--- config.mk ---
export PLATFORM = sky130hd
export DESIGN_NAME = fetch_ind_seq
export DESIGN_NICKNAME = d
export VERILOG_FILES = /design/src/rtl/fis_pkg.sv /design/src/rtl/fis_ctrl.sv /design/src/rtl/fis_regs.sv /design/src/rtl/fetch_ind_seq.sv
export SDC_FILE = /design/constraint.sdc
export NUM_CORES = 1
export LEC_CHECK = 0
export ABC_AREA = 1
export BUFFER_PORTS_ARGS = -buffer_cell sky130_fd_sc_hd__buf_2
export CAP_MARGIN = 40
export CORE_MARGIN = 10
export CORE_UTILIZATION = 40
export DETAILED_ROUTE_END_ITERATION = 12
export GPL_TIMING_DRIVEN = 0
export SYNTH_ARGS = -nofsm -noshare
export SYNTH_HDL_FRONTEND = slang
export SYNTH_SLANG_ARGS = --single-unit
--- constraint.sdc ---
create_clock -name clk_i -period 2.95 [get_ports clk_i]
set_clock_uncertainty 0.1 [all_clocks]
set_input_delay 0 -clock clk_i [delete_from_list [all_inputs] [get_ports clk_i]]
set_output_delay 0 -clock clk_i [all_outputs]
set_load 0.02 [all_outputs]
--- src/rtl/fis_pkg.sv ---
package fis_pkg;
  typedef enum logic [2:0] {
    ST_F1, ST_F2, ST_F3, ST_I1, ST_I2, ST_I3, ST_EXEC
  } seq_st_e;

  typedef struct packed {
    logic mar_from_pc;
    logic mar_from_ir;
    logic mbr_from_mem;
    logic pc_inc;
    logic ir_from_mbr;
    logic ir_addr_wb;
  } uop_t;
endpackage

--- src/rtl/fis_ctrl.sv ---
module fis_ctrl
  import fis_pkg::*;
(
  input  logic    clk_i,
  input  logic    rst_ni,
  input  logic    mbr_ind_i,
  input  logic    exec_done_i,
  output seq_st_e state_o,
  output uop_t    uop_o,
  output logic    exec_valid_o
);
  seq_st_e state_q, state_d;

  always_ff @(posedge clk_i or negedge rst_ni) begin
    if (!rst_ni) state_q <= ST_F1;
    else         state_q <= state_d;
  end

  always_comb begin
    state_d = state_q;
    unique case (state_q)
      ST_F1:   state_d = ST_F2;
      ST_F2:   state_d = ST_F3;
      // IR is still being loaded here, so the route is taken from MBR
      ST_F3:   state_d = mbr_ind_i ? ST_I1 : ST_EXEC;
      ST_I1:   state_d = ST_I2;
      ST_I2:   state_d = ST_I3;
      ST_I3:   state_d = ST_EXEC;
      ST_EXEC: state_d = exec_done_i ? ST_F1 : ST_EXEC;
      default: state_d = ST_F1;
    endcase
  end

  always_comb begin
    uop_o = '0;
    unique case (state_q)
      ST_F1: uop_o.mar_from_pc = 1'b1;
      ST_F2: begin
        uop_o.mbr_from_mem = 1'b1;
        uop_o.pc_inc       = 1'b1;
      end
      ST_F3: uop_o.ir_from_mbr  = 1'b1;
      ST_I1: uop_o.mar_from_ir  = 1'b1;
      ST_I2: uop_o.mbr_from_mem = 1'b1;
      ST_I3: uop_o.ir_addr_wb   = 1'b1;
      default: ;
    endcase
  end

  assign state_o      = state_q;
  assign exec_valid_o = (state_q == ST_EXEC);

  AST_FETCH_STEP: assert property (@(posedge clk_i) disable iff (!rst_ni)
    state_q == ST_F1 |=> state_q == ST_F2);
  AST_IND_STEP: assert property (@(posedge clk_i) disable iff (!rst_ni)
    state_q == ST_I1 |=> state_q == ST_I2);
endmodule

--- src/rtl/fis_regs.sv ---
module fis_regs
  import fis_pkg::*;
#(
  parameter int ADDR_W = 12,
  parameter int OPC_W  = 3,
  localparam int DATA_W = 1 + OPC_W + ADDR_W
) (
  input  logic              clk_i,
  input  logic              rst_ni,
  input  uop_t              uop_i,
  input  logic [DATA_W-1:0] mem_rdata_i,
  output logic [ADDR_W-1:0] pc_o,
  output logic [ADDR_W-1:0] mar_o,
  output logic [DATA_W-1:0] mbr_o,
  output logic [DATA_W-1:0] ir_o
);
  localparam int IND_BIT = DATA_W - 1;

  logic [ADDR_W-1:0] pc_q, mar_q;
  logic [DATA_W-1:0] mbr_q, ir_q;

  always_ff @(posedge clk_i or negedge rst_ni) begin
    if (!rst_ni) begin
      pc_q  <= '0;
      mar_q <= '0;
      mbr_q <= '0;
      ir_q  <= '0;
    end else begin
      if (uop_i.mar_from_pc)  mar_q <= pc_q;
      if (uop_i.mar_from_ir)  mar_q <= ir_q[ADDR_W-1:0];
      if (uop_i.mbr_from_mem) mbr_q <= mem_rdata_i;
      if (uop_i.pc_inc)       pc_q  <= pc_q + ADDR_W'(1);
      if (uop_i.ir_from_mbr)  ir_q  <= mbr_q;
      if (uop_i.ir_addr_wb) begin
        ir_q[ADDR_W-1:0] <= mbr_q[ADDR_W-1:0];
        ir_q[IND_BIT]    <= 1'b0;
      end
    end
  end

  assign pc_o  = pc_q;
  assign mar_o = mar_q;
  assign mbr_o = mbr_q;
  assign ir_o  = ir_q;
endmodule

--- src/rtl/fetch_ind_seq.sv ---
module fetch_ind_seq
  import fis_pkg::*;
#(
  parameter int ADDR_W = 12,
  parameter int OPC_W  = 3,
  localparam int DATA_W = 1 + OPC_W + ADDR_W
) (
  input  logic              clk_i,
  input  logic              rst_ni,
  output logic [ADDR_W-1:0] mem_addr_o,
  output logic              mem_re_o,
  input  logic [DATA_W-1:0] mem_rdata_i,
  output logic              exec_valid_o,
  output logic [OPC_W-1:0]  exec_opcode_o,
  output logic [ADDR_W-1:0] exec_addr_o,
  input  logic              exec_done_i,
  output logic [ADDR_W-1:0] pc_o,
  output logic [DATA_W-1:0] ir_o
);
  localparam int IND_BIT = DATA_W - 1;

  seq_st_e           state;
  uop_t              uop;
  logic [ADDR_W-1:0] pc, mar;
  logic [DATA_W-1:0] mbr, ir;

  fis_ctrl u_ctrl (
    .clk_i        (clk_i),
    .rst_ni       (rst_ni),
    .mbr_ind_i    (mbr[IND_BIT]),
    .exec_done_i  (exec_done_i),
    .state_o      (state),
    .uop_o        (uop),
    .exec_valid_o (exec_valid_o)
  );

  fis_regs #(.ADDR_W(ADDR_W), .OPC_W(OPC_W)) u_regs (
    .clk_i       (clk_i),
    .rst_ni      (rst_ni),
    .uop_i       (uop),
    .mem_rdata_i (mem_rdata_i),
    .pc_o        (pc),
    .mar_o       (mar),
    .mbr_o       (mbr),
    .ir_o        (ir)
  );

  assign mem_addr_o    = mar;
  assign mem_re_o      = uop.mbr_from_mem;
  assign exec_opcode_o = ir[IND_BIT-1:ADDR_W];
  assign exec_addr_o   = ir[ADDR_W-1:0];
  assign pc_o          = pc;
  assign ir_o          = ir;

  AST_MAR_FROM_PC: assert property (@(posedge clk_i) disable iff (!rst_ni)
    state == ST_F1 |=> mar == $past(pc));
  AST_NO_EARLY_READ: assert property (@(posedge clk_i) disable iff (!rst_ni)
    state == ST_F1 |-> !mem_re_o);
  AST_PC_STEP: assert property (@(posedge clk_i) disable iff (!rst_ni)
    state == ST_F2 |=> pc == ADDR_W'($past(pc) + 1'b1));
  AST_PC_STABLE: assert property (@(posedge clk_i) disable iff (!rst_ni)
    state != ST_F2 |=> $stable(pc));
  AST_IR_LOAD: assert property (@(posedge clk_i) disable iff (!rst_ni)
    state == ST_F3 |=> ir == $past(mbr));
  AST_MBR_NO_CONFLICT: assert property (@(posedge clk_i) disable iff (!rst_ni)
    state == ST_F3 |-> !mem_re_o);
  AST_IND_ROUTE: assert property (@(posedge clk_i) disable iff (!rst_ni)
    (state == ST_F3 && mbr[IND_BIT]) |=> state == ST_I1);
  AST_IND_WRITEBACK: assert property (@(posedge clk_i) disable iff (!rst_ni)
    state == ST_I3 |=> (ir[ADDR_W-1:0] == $past(mbr[ADDR_W-1:0])) && !ir[IND_BIT]
                       && (ir[IND_BIT-1:ADDR_W] == $past(ir[IND_BIT-1:ADDR_W])));
  AST_EXEC_DIRECT: assert property (@(posedge clk_i) disable iff (!rst_ni)
    exec_valid_o |-> !ir[IND_BIT]);
  AST_EXEC_HOLD: assert property (@(posedge clk_i) disable iff (!rst_ni)
    (exec_valid_o && !exec_done_i) |=> exec_valid_o && $stable(exec_addr_o)
                                       && $stable(exec_opcode_o));
  AST_EXEC_RELEASE: assert property (@(posedge clk_i) disable iff (!rst_ni)
    (exec_valid_o && exec_done_i) |=> !exec_valid_o);
endmodule

* Yosys cells after proc, flatten, opt, wreduce, memory -nomap -nowiden *
Index checks and enable logic that the tools add are counted.

storage, ports and cells
  word-level logic and storage cells = 31
  register bits after elaboration = 59
  input bits = 19
  output and inout port bits = 57

cells by class
  add/sub/neg operators = 1
  mux-type cells = 14
  reduce and logical (&&, ||, !) cells = 4
  equal/unequal tests = 6

operators by type and width
  cell                                                 number
  2-to-1 mux 12 bit                                    3
  case mux 3 bit (7 select lines)                      1
  2-to-1 mux 16 bit                                    1
  adder 12 x 1 -> 12 bit, second input constant        1
  equality test 3 bit, second input constant           3
  2-to-1 mux 1 bit                                     7
  equality test 3 x 2 -> 1 bit, second input constant  2
  2-to-1 mux 3 bit                                     2
  nonzero test 2 bit                                   2
  equality test 3 x 1 -> 1 bit, second input constant  1
  logical NOT 3 bit                                    1
  OR reduction 2 bit                                   1

* Longest topological paths before layout *
  word-level depth = 4
  depth in mapped cells = 7
  mapped depth without buffers = 7

* By module *
From an unflattened synthesis, not the netlist that was laid out.

second synthesis, totals
  cells, all modules = 304
  area, all modules = 2785.2 um^2

modules (own cells, without submodules)
  module         cells each  area an instance (um^2)  times used
  fis_regs       260         2479.9                   1
  fis_ctrl       29          192.7                    1
  fetch_ind_seq  15          112.6                    1

* Worst setup path after synthesis *
No wires, ideal clock.

  path type = register to register
  start = register u_regs.pc_q[1] (netlist: u_regs.pc_o[1])
  end = register u_regs.pc_q[8] (netlist: u_regs.pc_o[8])
  stages on the path, launching flop included = 7
  clock period less this slack = 1404 ps
  path buffers = 0
  arrival = 1187 ps
  setup slack = 1546 ps
  cell sequence = dfrtp_1 -> ha_1 -> nand3_1 -> nor3_2 -> nand2_1 -> nand2_1 -> nand2_1

between the ends
  cells in the longest elaborated chain, start to end = 1

ends and longest elaborated chain
  item                    line            source
  from (decl)             fis_regs.sv:19  logic [ADDR_W-1:0] pc_q, mar_q;
  from (signal assigned)  fis_regs.sv:32  if (uop_i.pc_inc) pc_q <= pc_q + ADDR_W'(1);
  adder 12 x 1 -> 12 bit  fis_regs.sv:32

No other way between the ends.
A chain may end at the register's enable or synchronous reset.

* Worst setup path in the final report *
  start = register u_ctrl.state_q[0] (netlist: u_ctrl.state_o[0])
  end = output port mem_re_o

between the ends
  cells in the longest elaborated chain, start to end = 3
  elaborated cells between the ends (all ways) = 4
  classes of those cells = eq/ne (2); mux (1); reduce/logical (1)

ends and longest elaborated chain
  item                                                                        line                 source
  from (decl)                                                                 fis_ctrl.sv:12       seq_st_e state_q, state_d;
  from (signal assigned)                                                      fis_ctrl.sv:16       else state_q <= state_d;
  equality test 3 x 1 -> 1 bit / equality test 3 bit (equally long branches)  fis_ctrl.sv:36       unique case (state_q)
  OR reduction 2 bit (no source line) (*)                                     n/a
  2-to-1 mux 1 bit (*)                                                        fis_ctrl.sv:36
  to (decl)                                                                   fetch_ind_seq.sv:11  output logic mem_re_o,

Mark *: on every way between the ends. The rest lies on a longest branch, timed or not.

==> run metrics <==
status=finished, final reports clean; synthesized instance count=306; HPWL Detailed=5.16 mm; max-slew violation count=0; Port Buffers=75; DRC errors left=0; Reg-to-Reg Start=u_ctrl.state_o[1]; YS warnings=0; reg2reg end=u_regs.mar_o[10]; clk sinks=59; register area=1480 µm²; RSZ-0062 raised after global routing=no; Worst VDD drop=0.467 mV; Multi-input gate area=925 µm²; Synth area leaders=dfrtp_1 (54%), nand2_1 (10%), buf_4 (5.3%), inv_1 (4.1%), o21ai_0 (3.9%); Max-slew headroom=0.558; Startpoint Class=register; Initial Util=0.420; design area=3550 µm²; Routed Antenna Nets=0; number of CTS-inserted buffers=9; Area Overhead vs Synth=30.6%; die height=102 µm; routability cong.=0.769; Cells after DPL=459; gr usage total=0.140; WP data arrival=1740 ps; first-pass GRT wire length=11.6 mm; Net count, final=431; r2r worst-path depth=6; die span in x=102 µm; final setup fails=0; H-tree depth=3; CTS tree=built; post-route clock period utilization=0.625; ant diodes=0; CP Capture Type=output port; final hold vios=0; clock slew at reported path FFs=60 ps; dpl cell area=3210 µm²; share of cells above drive strength 1=0.301; critical path type=reg -> out; required time worst endpoint=2850 ps; Seq cells post-synth=59; Syn Std Cell Area=2720 µm²; Yosys top cell area share=0.544; IO Pins=76; clock tree buffer depth=2; commonest non-fill, non-tap cells in the layout=buf_2 (77), nand2_1 (72), dfrtp_1 (59); R2R Setup Slk=1360 ps; largest net degree at the start of global routing=33; Lkg Pwr=1.89 nW; max cap viols=0; initial drt markers=78; Core Region=6460 µm²; Synth Area per Inst=8.87 µm²; Post-Layout Cell Count=492; clock latency on the worst-skew pair=320 ps; clock period minus worst slack=1840 ps; Synth area leader=dfrtp_1; post-route setup TNS=0 ps; Hold Crit Class=in -> async; pwr/cell area=1160 nW/µm²; FMAX=543 MHz; vias per inst=4.80; Post-Syn Nets=326; crit-path max FO=10; Worst Tran Pin Value=663 ps; DRT Wirelength=6.99 mm; initial antenna violation count=0; vias=2,361; commonest non-fill, non-tap cell in the layout=buf_2; FILL cells=611; Yosys cell types=25; share of the yosys chip area belonging to registers=0.544; CTS root buf=clkbuf_8; drt wl/cell=14.2 µm; quantity of gates resized following cts=0; GRT overflow=0; Die ar.=10,500 µm²; drt first pass iters=4; vias in the first global route=2,389; Rows=29; Tot Pwr=4.12 mW
-- where the power goes --
part,total (mW),switching (mW),internal (mW)
clock network,0.613,0.294,0.319
logic,2.08,1.31,0.770
registers,1.43,0.259,1.17
total,4.12,1.87,2.26
-- timing repair --
action	in CTS	in global routing
setup buffers	0	0
hold buffers	18	0
hold endpoints to repair	45	0
-- layout make-up --
cell class              count  area share
multi-input cells         189       0.261
repair buffers             94       0.162
clock buffers              12      0.0409
clock inverters             3     0.00423
plain buffers              26      0.0547
flip-flops and latches     59       0.416
well taps                  77      0.0272
inverters                  32      0.0339
-- registers in the layout, indices dropped and copies added, names as in the netlist --
signal / cells
u_regs.mbr_o: 16
u_regs.mar_o: 12
u_regs.ir_o: 16
u_ctrl.state_o: 3
u_regs.pc_o: 12
-- through the flow --
step            util  hold WS (ps)  worst slack [ps]
3_3_place_gp   0.493          94.2              1410
2_1_floorplan      -          -396              1550
6_report       0.549           143              1110
5_1_grt        0.549           201              1010
3_5_place_dp   0.497         -27.9              1370
4_1_cts        0.549           159              1070
-- logic make-up (layout without fill, tap and decap cells) --
| kind of cell | Yosys count | in the layout | share of synthesized area |
|---|---|---|---|
| and+or+nand+nor | 131 | 131 | 0.218 |
| adders and majority gates | 1 | 1 | 0.00461 |
| buffers and inverters | 58 | 167 | 0.116 |
| xor gates and xnor gates | 6 | 6 | 0.0194 |
| DFF | 59 | 59 | 0.544 |
| AOI/OAI and AO/OA | 51 | 51 | 0.0982 |
-- cell usage after synthesis --
master,n
inv_2,2
nor3_1,1
buf_4,19
buf_2,2
clkbuf_1,1
xor2_1,5
o21ai_0,21
nand3_1,20
nand3_4,1
nand2_1,72
buf_1,1
nand2_2,4
dfrtp_1,59
inv_1,30
xnor2_1,1
nor3_2,2
nand4_1,9
nand3b_1,1
buf_6,3
ha_1,1
o21ai_4,1
a21oi_1,12
o21ai_1,17
nand3_2,2
nor2_1,19
-- worst max-delay path: stages (launching register included) --
cell and delay [ps]:
dfrtp_1 440, nor2_1 200, nand2_2 190, nand2_2 210, buf_4 200, buf_2 180
-- worst max-delay path by stage --
stage | start | end | slack (ps) | cells past startpoint
after floorplan | u_regs.pc_o[1] | u_regs.pc_o[8] | 1550 | 6
after global placement | u_ctrl.state_o[1] | u_regs.mar_o[10] | 1410 | 6
after detailed placement | u_ctrl.state_o[1] | u_regs.mar_o[10] | 1370 | 6
after CTS | u_ctrl.state_o[0] | mem_re_o | 1070 | 5
after global routing | u_ctrl.state_o[1] | mem_re_o | 1010 | 5
final | u_ctrl.state_o[0] | mem_re_o | 1110 | 5
-- metal layers --
| layer | up-vias | global-route usage | part of all wire |
|---|---|---|---|
| met3 | 13 | 0.0418 | 0.065 |
| met2 | 67 | 0.219 | 0.46 |
| met5 | - | 0 | 0 |
| met1 | 1099 | 0.174 | 0.45 |
| li1 | 1182 | - | - |
| met4 | 0 | 0.0672 | 0.018 |
No activity file was read; power rests on OpenSTA's default activity.
